--- src/rtl/tmr_pkg.sv ---
package tmr_pkg;
  // control byte bit positions (software decodes these)
  localparam int CTL_OVF = 7;
  localparam int CTL_EXT = 6;
  localparam int CTL_RXB = 5;
  localparam int CTL_TXB = 4;
  localparam int CTL_XEN = 3;
  localparam int CTL_RUN = 2;
  localparam int CTL_SRC = 1;
  localparam int CTL_CAP = 0;

  typedef struct packed {
    logic set_ovf;
    logic set_ext;
  } flag_set_t;
endpackage

--- src/rtl/tmr_edge_sync.sv ---
module tmr_edge_sync #(
  parameter int STAGES = 2
) (
  input  logic clk,
  input  logic rst,
  input  logic pin,
  output logic fall
);
  logic [STAGES-1:0] sync_q;
  logic              last_q;

  generate
    if (STAGES == 1) begin : g_one
      always_ff @(posedge clk) begin
        if (rst) sync_q <= 1'b1;
        else     sync_q <= pin;
      end
    end else begin : g_many
      always_ff @(posedge clk) begin
        if (rst) sync_q <= '1;
        else     sync_q <= {sync_q[STAGES-2:0], pin};
      end
    end
  endgenerate

  always_ff @(posedge clk) begin
    if (rst) last_q <= 1'b1;
    else     last_q <= sync_q[STAGES-1];
  end

  assign fall = last_q & ~sync_q[STAGES-1];
endmodule

--- src/rtl/tmr_ctrl.sv ---
module tmr_ctrl
  import tmr_pkg::*;
#(
  parameter int DATA_W = 8
) (
  input  logic              clk,
  input  logic              rst,
  input  logic              wr_ctrl,
  input  logic [DATA_W-1:0] wr_data,
  input  flag_set_t         hw_set,
  output logic [DATA_W-1:0] ctrl_q,
  output logic              irq_q
);
  logic [DATA_W-1:0] ctrl_d;

  always_comb begin
    ctrl_d = wr_ctrl ? wr_data : ctrl_q;
    // a written 0 loses to a same-cycle hardware set
    ctrl_d[CTL_OVF] = ctrl_d[CTL_OVF] | hw_set.set_ovf;
    ctrl_d[CTL_EXT] = ctrl_d[CTL_EXT] | hw_set.set_ext;
  end

  always_ff @(posedge clk) begin
    if (rst) begin
      ctrl_q <= '0;
      irq_q  <= 1'b0;
    end else begin
      ctrl_q <= ctrl_d;
      irq_q  <= ctrl_d[CTL_OVF] | ctrl_d[CTL_EXT];
    end
  end
endmodule

--- src/rtl/tmr_core.sv ---
module tmr_core #(
  parameter int CNT_W  = 16,
  parameter int DATA_W = 8,
  localparam int N_BYTES = CNT_W / DATA_W
) (
  input  logic               clk,
  input  logic               rst,
  input  logic               step,
  input  logic               load_hold,
  input  logic               grab_count,
  input  logic [N_BYTES-1:0] wr_cnt,
  input  logic [N_BYTES-1:0] wr_hold,
  input  logic [DATA_W-1:0]  wr_data,
  output logic [CNT_W-1:0]   count_q,
  output logic [CNT_W-1:0]   hold_q,
  output logic               at_max
);
  logic [CNT_W-1:0] count_hw;

  assign at_max = &count_q;

  always_comb begin
    if (load_hold)  count_hw = hold_q;
    else if (step)  count_hw = count_q + CNT_W'(1);
    else            count_hw = count_q;
  end

  generate
    for (genvar b = 0; b < N_BYTES; b++) begin : g_byte
      always_ff @(posedge clk) begin
        if (rst) begin
          count_q[b*DATA_W +: DATA_W] <= '0;
          hold_q[b*DATA_W +: DATA_W]  <= '0;
        end else begin
          if (wr_cnt[b]) count_q[b*DATA_W +: DATA_W] <= wr_data;
          else           count_q[b*DATA_W +: DATA_W] <= count_hw[b*DATA_W +: DATA_W];
          if (wr_hold[b])      hold_q[b*DATA_W +: DATA_W] <= wr_data;
          else if (grab_count) hold_q[b*DATA_W +: DATA_W] <= count_q[b*DATA_W +: DATA_W];
        end
      end
    end
  endgenerate
endmodule

--- src/rtl/tri_mode_timer.sv ---
module tri_mode_timer
  import tmr_pkg::*;
#(
  parameter int CNT_W       = 16,
  parameter int DATA_W      = 8,
  parameter int SYNC_STAGES = 2,
  localparam int N_BYTES = CNT_W / DATA_W,
  localparam int ADDR_W  = $clog2(2 * N_BYTES + 1)
) (
  input  logic              clk,
  input  logic              rst,
  input  logic              tick,
  input  logic              cnt_pin,
  input  logic              trig_pin,
  input  logic              wr_en,
  input  logic [ADDR_W-1:0] addr,
  input  logic [DATA_W-1:0] wr_data,
  output logic [DATA_W-1:0] rd_data,
  output logic              ovf_flag,
  output logic              ext_flag,
  output logic              irq,
  output logic              baud_pulse
);
  logic [DATA_W-1:0]  ctrl_q;
  logic [CNT_W-1:0]   count_q;
  logic [CNT_W-1:0]   hold_q;
  logic               at_max;
  logic               cnt_fall, trig_fall;
  logic               baud_mode, reload_mode, step, roll, trig_ev;
  logic [N_BYTES-1:0] wr_cnt, wr_hold;
  logic               wr_ctrl;
  flag_set_t          hw_set;
  logic [DATA_W-1:0]  rd_mux;

  tmr_edge_sync #(.STAGES(SYNC_STAGES)) u_cnt_sync (
    .clk(clk), .rst(rst), .pin(cnt_pin), .fall(cnt_fall));
  tmr_edge_sync #(.STAGES(SYNC_STAGES)) u_trig_sync (
    .clk(clk), .rst(rst), .pin(trig_pin), .fall(trig_fall));

  assign baud_mode   = ctrl_q[CTL_RXB] | ctrl_q[CTL_TXB];
  assign reload_mode = baud_mode | ~ctrl_q[CTL_CAP];
  assign step        = ctrl_q[CTL_RUN] & (ctrl_q[CTL_SRC] ? cnt_fall : tick);
  assign roll        = step & at_max;
  assign trig_ev     = trig_fall & ctrl_q[CTL_XEN] & ~baud_mode;

  assign hw_set.set_ovf = roll & ~baud_mode;
  assign hw_set.set_ext = trig_ev;

  assign wr_ctrl = wr_en && (addr == '0);
  generate
    for (genvar b = 0; b < N_BYTES; b++) begin : g_dec
      assign wr_cnt[b]  = wr_en && (addr == ADDR_W'(1 + b));
      assign wr_hold[b] = wr_en && (addr == ADDR_W'(1 + N_BYTES + b));
    end
  endgenerate

  tmr_ctrl #(.DATA_W(DATA_W)) u_ctrl (
    .clk(clk), .rst(rst), .wr_ctrl(wr_ctrl), .wr_data(wr_data),
    .hw_set(hw_set), .ctrl_q(ctrl_q), .irq_q(irq));

  tmr_core #(.CNT_W(CNT_W), .DATA_W(DATA_W)) u_core (
    .clk(clk), .rst(rst), .step(step),
    .load_hold((roll | trig_ev) & reload_mode),
    .grab_count(trig_ev & ~reload_mode),
    .wr_cnt(wr_cnt), .wr_hold(wr_hold), .wr_data(wr_data),
    .count_q(count_q), .hold_q(hold_q), .at_max(at_max));

  always_comb begin
    rd_mux = '0;
    if (addr == '0) rd_mux = ctrl_q;
    for (int b = 0; b < N_BYTES; b++) begin
      if (addr == ADDR_W'(1 + b))           rd_mux = count_q[b*DATA_W +: DATA_W];
      if (addr == ADDR_W'(1 + N_BYTES + b)) rd_mux = hold_q[b*DATA_W +: DATA_W];
    end
  end

  always_ff @(posedge clk) begin
    if (rst) begin
      rd_data    <= '0;
      baud_pulse <= 1'b0;
    end else begin
      rd_data    <= rd_mux;
      baud_pulse <= roll & baud_mode;
    end
  end

  assign ovf_flag = ctrl_q[CTL_OVF];
  assign ext_flag = ctrl_q[CTL_EXT];
endmodule

--- config.mk ---
export PLATFORM = sky130hd
export DESIGN_NAME = tri_mode_timer
export DESIGN_NICKNAME = d
export VERILOG_FILES = /design/src/rtl/tmr_pkg.sv /design/src/rtl/tmr_edge_sync.sv /design/src/rtl/tmr_ctrl.sv /design/src/rtl/tmr_core.sv /design/src/rtl/tri_mode_timer.sv
export SDC_FILE = /design/constraint.sdc
export NUM_CORES = 1
export LEC_CHECK = 0
export BUFFER_PORTS_ARGS = -buffer_cell sky130_fd_sc_hd__buf_2
export CAP_MARGIN = 5
export CELL_PAD_IN_SITES_DETAIL_PLACEMENT = 0
export CELL_PAD_IN_SITES_GLOBAL_PLACEMENT = 1
export CORE_AREA = 2 2 84 86
export DETAILED_ROUTE_END_ITERATION = 6
export DIE_AREA = 0 0 86 88
export GPL_ROUTABILITY_DRIVEN = 1
export PLACE_DENSITY_LB_ADDON = 0.3
export SYNTH_ARGS = -nofsm -noshare
export SYNTH_HDL_FRONTEND = slang
export SYNTH_SLANG_ARGS = --single-unit
export TNS_END_PERCENT = 5
--- constraint.sdc ---
create_clock -name clk -period 5.8 [get_ports clk]
set_clock_uncertainty 0.2 [all_clocks]
set_input_delay 1.45 -clock clk [delete_from_list [all_inputs] [get_ports clk]]
set_output_delay 1.45 -clock clk [all_outputs]
set_load 0.1 [all_outputs]
==> reports/results.ini, run 1 <==
[run_status]
status=finished, final reports clean

[logic_synthesis]
yosysUniqueCellTypes=47
synth-edff-count=0
synth_async_sr_flop_share_pct=0
ys_seq_area_share_pct=35.60
yosys-top-cells-area=dfxtp_1 36%, mux2i_1 7.6%, nor2_1 6.3%
yosysTopAreaCellShare_pct=35.60
yosys_most_used_dff=dfxtp_1
ys.warnings.count=0
netlist_area_um2=3149
synthCells=376
synth-seq-cells=56
yosys.area.top_type=dfxtp_1
synth.avg_cell_area_um2=8.376
syn_nets=394

[critical_path]
r2r-start=u_core.count_q[1]
cpPeakStageDelay_ns=0.68
worstSetupPathType=primary input to flip-flop
path_buf_inv=2
cp_slowest_cell=nor2_1
rr_worst_depth=6
end_kind=flip-flop
r2r_slack_ns=2.95
cp-start-kind=primary input
crit_required_ns=5.79
crit_chain=buf_2, and3b_1, nor2_1, buf_4, nor2_1, nand3_1, a311oi_1
worst_path_most_repeated_cell=nor2_1
path_delay_family=simple AND/OR/NAND/NOR gates
cp.arrival_ns=3.29
crit_fanout=10
timing.rr.end=u_core.count_q[6]

[cts]
clkSinkCount=56
clk_latency_ns=0.32
cts_made_buffers=5
clockBufferDepth=2
hold_buffers=0
tritoncts=built
cts.reportedPaths.clkPinSlew_ns=0.11
ctsResizeCount=0
postCtsSetupBuffers=0
ctsHtreeMaxLevel=2
cts-root-buf=clkbuf_8

[pwr]
leakage_uw=0.001373
ir_drop_mv=0.09216
p_total_uw=791.6
cellPowerDensity_nw_per_um2=233.4

[floorplanning]
ios=29
fp.dieW_um=86
core_um2=6644
die_y_um=88
rows=30
dieArea_um2=7568
start_util_pct=47.40

[place]
post-dp-hpwl_um=6631
portBuffers=28
gp_congestion=0.9424

[worst_hold_path]
hold_end=u_trig_sync.sync_q[1]
whs_path_depth=1
min-delay-path-class=flip-flop to flip-flop
min_from=u_trig_sync.sync_q[0]

[sta]
hold_violations=0
rsz0062_at_grt=false
finalCritPeriodShare_pct=56.85
final_max_slew_viol_count=0
fmax_mhz=303.3
slew_headroom_pct=23.90
min_period_ns=3.297
worst_pin_slew_ns=1.133
fin_tns_setup_ns=0
setup_viol=0

[layout]
diodes=0
syn_to_final_growth_pct=7.708
fill_cells=672
final_nets=400
drive_gt1_share_pct=16.45
layout_commonest_cell=dfxtp_1
final_cell_mix=56 x dfxtp_1, 53 x nor2_1, 28 x buf_2, 25 x nand2_1

[route]
vias=2984
drt_first_pass_iters=4
postRouteAntennaNets=0
via_per_inst=6.445
drt_wl_total_um=9637
wire_per_inst_um=20.81
drtIter0Drc=270
remaining_drc_errors=0

[grt]
grt_first_pass_wirelength_um=15370
grt_pass1_vias=2811
grt_usage_pct=26.44
grt_overflow=0
antenna_found_initial=0
grt_max_degree=53

[job]
drv_cap=0

==> metrics by stage <==
stage	std cells	hold slack (ns)	cell area [µm²]	util, %	setup WS [ns]
floorplan	376	0.1895	3149	-	2.766
global route	463	0.2440	3392	51.05	2.370
detailed placement	455	0.2013	3266	49.15	2.227
CTS	463	0.2280	3392	51.05	2.565
global placement	455	0.1984	3266	49.15	2.260
finish	463	0.2282	3392	51.05	2.503
==> per-layer routing <==
| metal | global-route usage [%] | wire, µm | up-vias |
|---|---|---|---|
| li1 | - | - | 1400 |
| met1 | 36.44 | 4271 | 1443 |
| met2 | 42.57 | 4477 | 124 |
| met3 | 3.959 | 684 | 17 |
| met4 | 8.658 | 204 | 0 |
| met5 | 0 | 0 | - |
==> sequential cells by signal (all words and copies together), names as in the netlist <==
register	count
u_cnt_sync.sync_q	2
u_cnt_sync.last_q	1
u_ctrl.ctrl_q	8
u_trig_sync.last_q	1
u_trig_sync.sync_q	2
rd_data	8
u_core.count_q	16
u_core.hold_q	16
baud_pulse	1
u_ctrl.irq_q	1
==> cells in the mapped netlist (3+ instances only) <==
master / count
dfxtp_1: 56
nor2_1: 53
nand2_1: 25
a211oi_1: 24
mux2i_1: 24
clkbuf_1: 21
nand3_1: 20
a21oi_1: 15
a31oi_1: 14
o21ai_1: 11
buf_2: 9
or2_2: 9
a2bb2oi_1: 8
xnor2_1: 8
a311oi_1: 7
xor2_1: 7
nand4_1: 6
inv_1: 4
nor4_1: 4
o2111ai_1: 4
o21ai_0: 4
a21o_1: 3
a311oi_2: 3
and2_1: 3
nand4_2: 3
nor3_1: 3
or4_1: 3
==> report_power, final <==
part	leakage, µW	internal (µW)	switching (µW)	total, µW
sequential	0.000456	397	15.2	413
clock	0.0000645	153	137	290
combinational	0.000852	27.8	61.4	89.2
total	0.00137	578	214	792
==> area by class of cell <==
type / count / area [µm²] / share of cell area, %
tap: 80 / 100.1 / 2.951
inverter: 4 / 15.01 / 0.4426
clock buffer: 7 / 96.34 / 2.840
sequential: 56 / 1121 / 33.05
clock inverter: 1 / 30.03 / 0.8853
multi-input combinational: 284 / 1867 / 55.04
timing repair buffer: 31 / 162.7 / 4.795
==> cells by family after synthesis <==
kind of cell / after synthesis / synth area share (%)
AOI/OAI and AO/OA: 96 / 21.69
xor gates and xnor gates: 15 / 4.172
adders and majority gates: 1 / 0.3972
buffers and inverters: 36 / 5.125
DFF: 56 / 35.60
muxes: 26 / 8.343
and+or+nand+nor: 146 / 24.67
==> worst max-delay path by stage <==
stage | from | end | slack (ns) | depth (start not counted)
floorplan | tick | u_core.count_q[10] | 2.77 | 5
global placement | tick | u_core.count_q[14] | 2.26 | 7
detailed placement | tick | u_core.count_q[14] | 2.23 | 7
CTS | tick | u_core.count_q[14] | 2.56 | 7
global route | tick | u_core.count_q[10] | 2.37 | 6
finish | tick | u_core.count_q[14] | 2.50 | 7
No activity file was read; power rests on OpenSTA's default activity.
==> run 2: changes to the inputs <==
--- a/config.mk
+++ b/config.mk
@@ -5,13 +5,14 @@
 export SDC_FILE = /design/constraint.sdc
 export NUM_CORES = 1
 export LEC_CHECK = 0
+export ABC_AREA = 1
 export BUFFER_PORTS_ARGS = -buffer_cell sky130_fd_sc_hd__buf_2
 export CAP_MARGIN = 5
 export CELL_PAD_IN_SITES_DETAIL_PLACEMENT = 0
 export CELL_PAD_IN_SITES_GLOBAL_PLACEMENT = 1
-export CORE_AREA = 2 2 84 86
+export CORE_AREA = 2 2 92 94
 export DETAILED_ROUTE_END_ITERATION = 6
-export DIE_AREA = 0 0 86 88
+export DIE_AREA = 0 0 94 96
 export GPL_ROUTABILITY_DRIVEN = 1
 export PLACE_DENSITY_LB_ADDON = 0.3
 export SYNTH_ARGS = -nofsm -noshare
==> constraint.sdc (replaced) <==
create_clock -name clk -period 2.8 [get_ports clk]
set_clock_uncertainty 0.2 [all_clocks]
set_input_delay 0.7 -clock clk [delete_from_list [all_inputs] [get_ports clk]]
set_output_delay 0.7 -clock clk [all_outputs]
set_load 0.1 [all_outputs]
==> reports/results.ini, run 2 <==
[run_status]
status=finished, final reports clean

[floorplanning]
core_um2=8051
start_util_pct=38.29
dieArea_um2=9024
fp.dieW_um=94
rows=33
ios=29
die_y_um=96

[logic_synthesis]
yosys_most_used_dff=dfxtp_1
synth_async_sr_flop_share_pct=0
yosysTopAreaCellShare_pct=36.36
synth-edff-count=0
synth.avg_cell_area_um2=7.203
yosys-top-cells-area=dfxtp_1 36%, nand2_1 12%, nand3_1 7.5%
yosysUniqueCellTypes=37
synth-seq-cells=56
netlist_area_um2=3083
yosys.area.top_type=dfxtp_1
ys_seq_area_share_pct=36.36
yosys-top-cells-count=98 x nand2_1, 56 x dfxtp_1, 46 x nand3_1
synth_most_common_cell=nand2_1
ys.warnings.count=0
syn_nets=446
synthCells=428

[route]
drt_wl_total_um=10210
drtIter0Drc=350
postRouteAntennaNets=0
drt_first_pass_iters=5
wire_per_inst_um=18.10
remaining_drc_errors=0
via_per_inst=5.560
vias=3136

[cts]
ctsResizeCount=0
clockBufferDepth=2
postCtsSetupBuffers=0
cts-root-buf=clkbuf_8
clkSinkCount=56
ctsHtreeMaxLevel=2
hold_buffers=0
clk_latency_ns=0.32
tritoncts=built
cts_made_buffers=5
cts.reportedPaths.clkPinSlew_ns=0.10

[pwr]
ir_drop_mv=0.2065
cellPowerDensity_nw_per_um2=432.3
leakage_uw=0.001356

[sta]
hold_violations=0
setup_ws_ns=0.5822
final_max_slew_viol_count=0
setup_viol=0
rsz0062_at_grt=false
min_period_ns=2.218
finalCritPeriodShare_pct=79.21
worst_pin_slew_ns=0.5556
fmax_mhz=450.9
slew_headroom_pct=62.74
fin_tns_setup_ns=0

[layout]
fill_cells=866
final_core_util_pct=42.66
largest_registers=u_core.count_q (16), u_core.hold_q (16)
final_nets=476
drive_gt1_share_pct=19.17
syn_to_final_growth_pct=11.40
diodes=0
layout_commonest_cell=nand2_1
final_cell_mix=98 x nand2_1, 56 x dfxtp_1, 46 x nand3_1, 42 x inv_1, 28 x buf_2

[place]
portBuffers=28
gp_congestion=0.9282
post-dp-hpwl_um=7394
post-place-ws_ns=0.4560

[grt]
grt_first_pass_wirelength_um=16010
grt_pass1_vias=2866
grt_usage_pct=23.78
antenna_found_initial=0
grt_max_degree=31
grt_overflow=0

[critical_path]
crit_fanout=17
crit_required_ns=2.86
worstSetupPathType=flip-flop to flip-flop
end_kind=flip-flop
r2r_slack_ns=0.58
cp.arrival_ns=2.28
timing.rr.end=u_core.count_q[7]
rr_worst_depth=13
cp-start-kind=flip-flop
r2r-start=u_core.count_q[0]

[worst_hold_path]
hold_end=u_cnt_sync.sync_q[1]
whs_path_depth=1
min-delay-path-class=flip-flop to flip-flop
min_from=u_cnt_sync.sync_q[0]

[job]
drv_cap=0

==> run 2: changes by cell type after synthesis, sizes merged, moves of 10 or more <==
cell / change
inv: +45
mux2i: -24
a211oi: -24
a311oi: -10
nand2: +84
a31oi: +10
clkbuf: -14
nand3: +29
a22oi: +12
nor2: -33
==> run 2: worst max path at each step <==
stage,start,endpoint,slack [ns],depth (start not counted)
floorplan,addr[0],u_core.count_q[13],0.85,6
global placement,addr[0],u_core.hold_q[5],0.46,9
detailed placement,addr[0],u_core.hold_q[5],0.46,9
CTS,u_core.count_q[0],u_core.count_q[7],0.60,13
global route,u_core.count_q[0],u_core.count_q[1],0.40,11
finish,u_core.count_q[0],u_core.count_q[7],0.58,13
==> run 2: critical path: stages (launching register included) <==
cell and delay, ns:
dfxtp_1 0.44, ha_1 0.24, nand2_1 0.11, nor2_4 0.15
nand2_4 0.08, nor2_4 0.10, nand2_2 0.08, nand2_4 0.19
nand2_4 0.19, nand2_1 0.10, nand3_1 0.09, nand3_1 0.09
nand2_1 0.05, inv_1 0.04
==> run 2: metrics by stage <==
| step | instances | total power, µW | instance area, µm² | hold WS (ns) |
|---|---|---|---|---|
| floorplan | 428 | 969.2 | 3083 | 0.1895 |
| global placement | 556 | 1042 | 3347 | 0.2000 |
| detailed placement | 556 | 1041 | 3347 | 0.1962 |
| CTS | 564 | 1492 | 3435 | 0.2233 |
| global route | 564 | 1542 | 3435 | 0.2344 |
| finish | 564 | 1485 | 3435 | 0.2228 |
==> run 2: area by class of cell <==
class	count	area [µm²]	share of cell area, %
flip-flops and latches	56	1121	32.64
inverters	52	202.7	5.902
well taps	105	131.4	3.825
clock buffers	5	68.82	2.004
clock inverters	3	18.77	0.5464
repair buffers	36	200.2	5.829
multi-input cells	307	1692	49.25
==> run 2: cells by family after synthesis <==
group	after synthesis	share of synthesized area [%]
simple gates	208	34.46
compound gates	88	17.17
buf+inv	65	8.766
flops	56	36.36
xor+xnor	10	2.841
fa+ha+maj	1	0.4058
==> run 2: where the power goes <==
| group | switching [µW] | leakage (µW) | internal (µW) |
|---|---|---|---|
| logic | 136 | 0.000854 | 51.7 |
| registers | 20.7 | 0.000455 | 819 |
| clock network | 282 | 0.0000479 | 176 |
| total | 438 | 0.00136 | 1050 |
==> run 2: routing by layer <==
metal	wire length (µm)	part of all wire, %	GRT usage, %	vias up
met5	0	0	0	-
met4	266	2.6	7.850	0
met3	664	6.5	2.584	22
met2	4640	45	38.75	147
met1	4638	45	32.93	1452
li1	-	-	-	1515
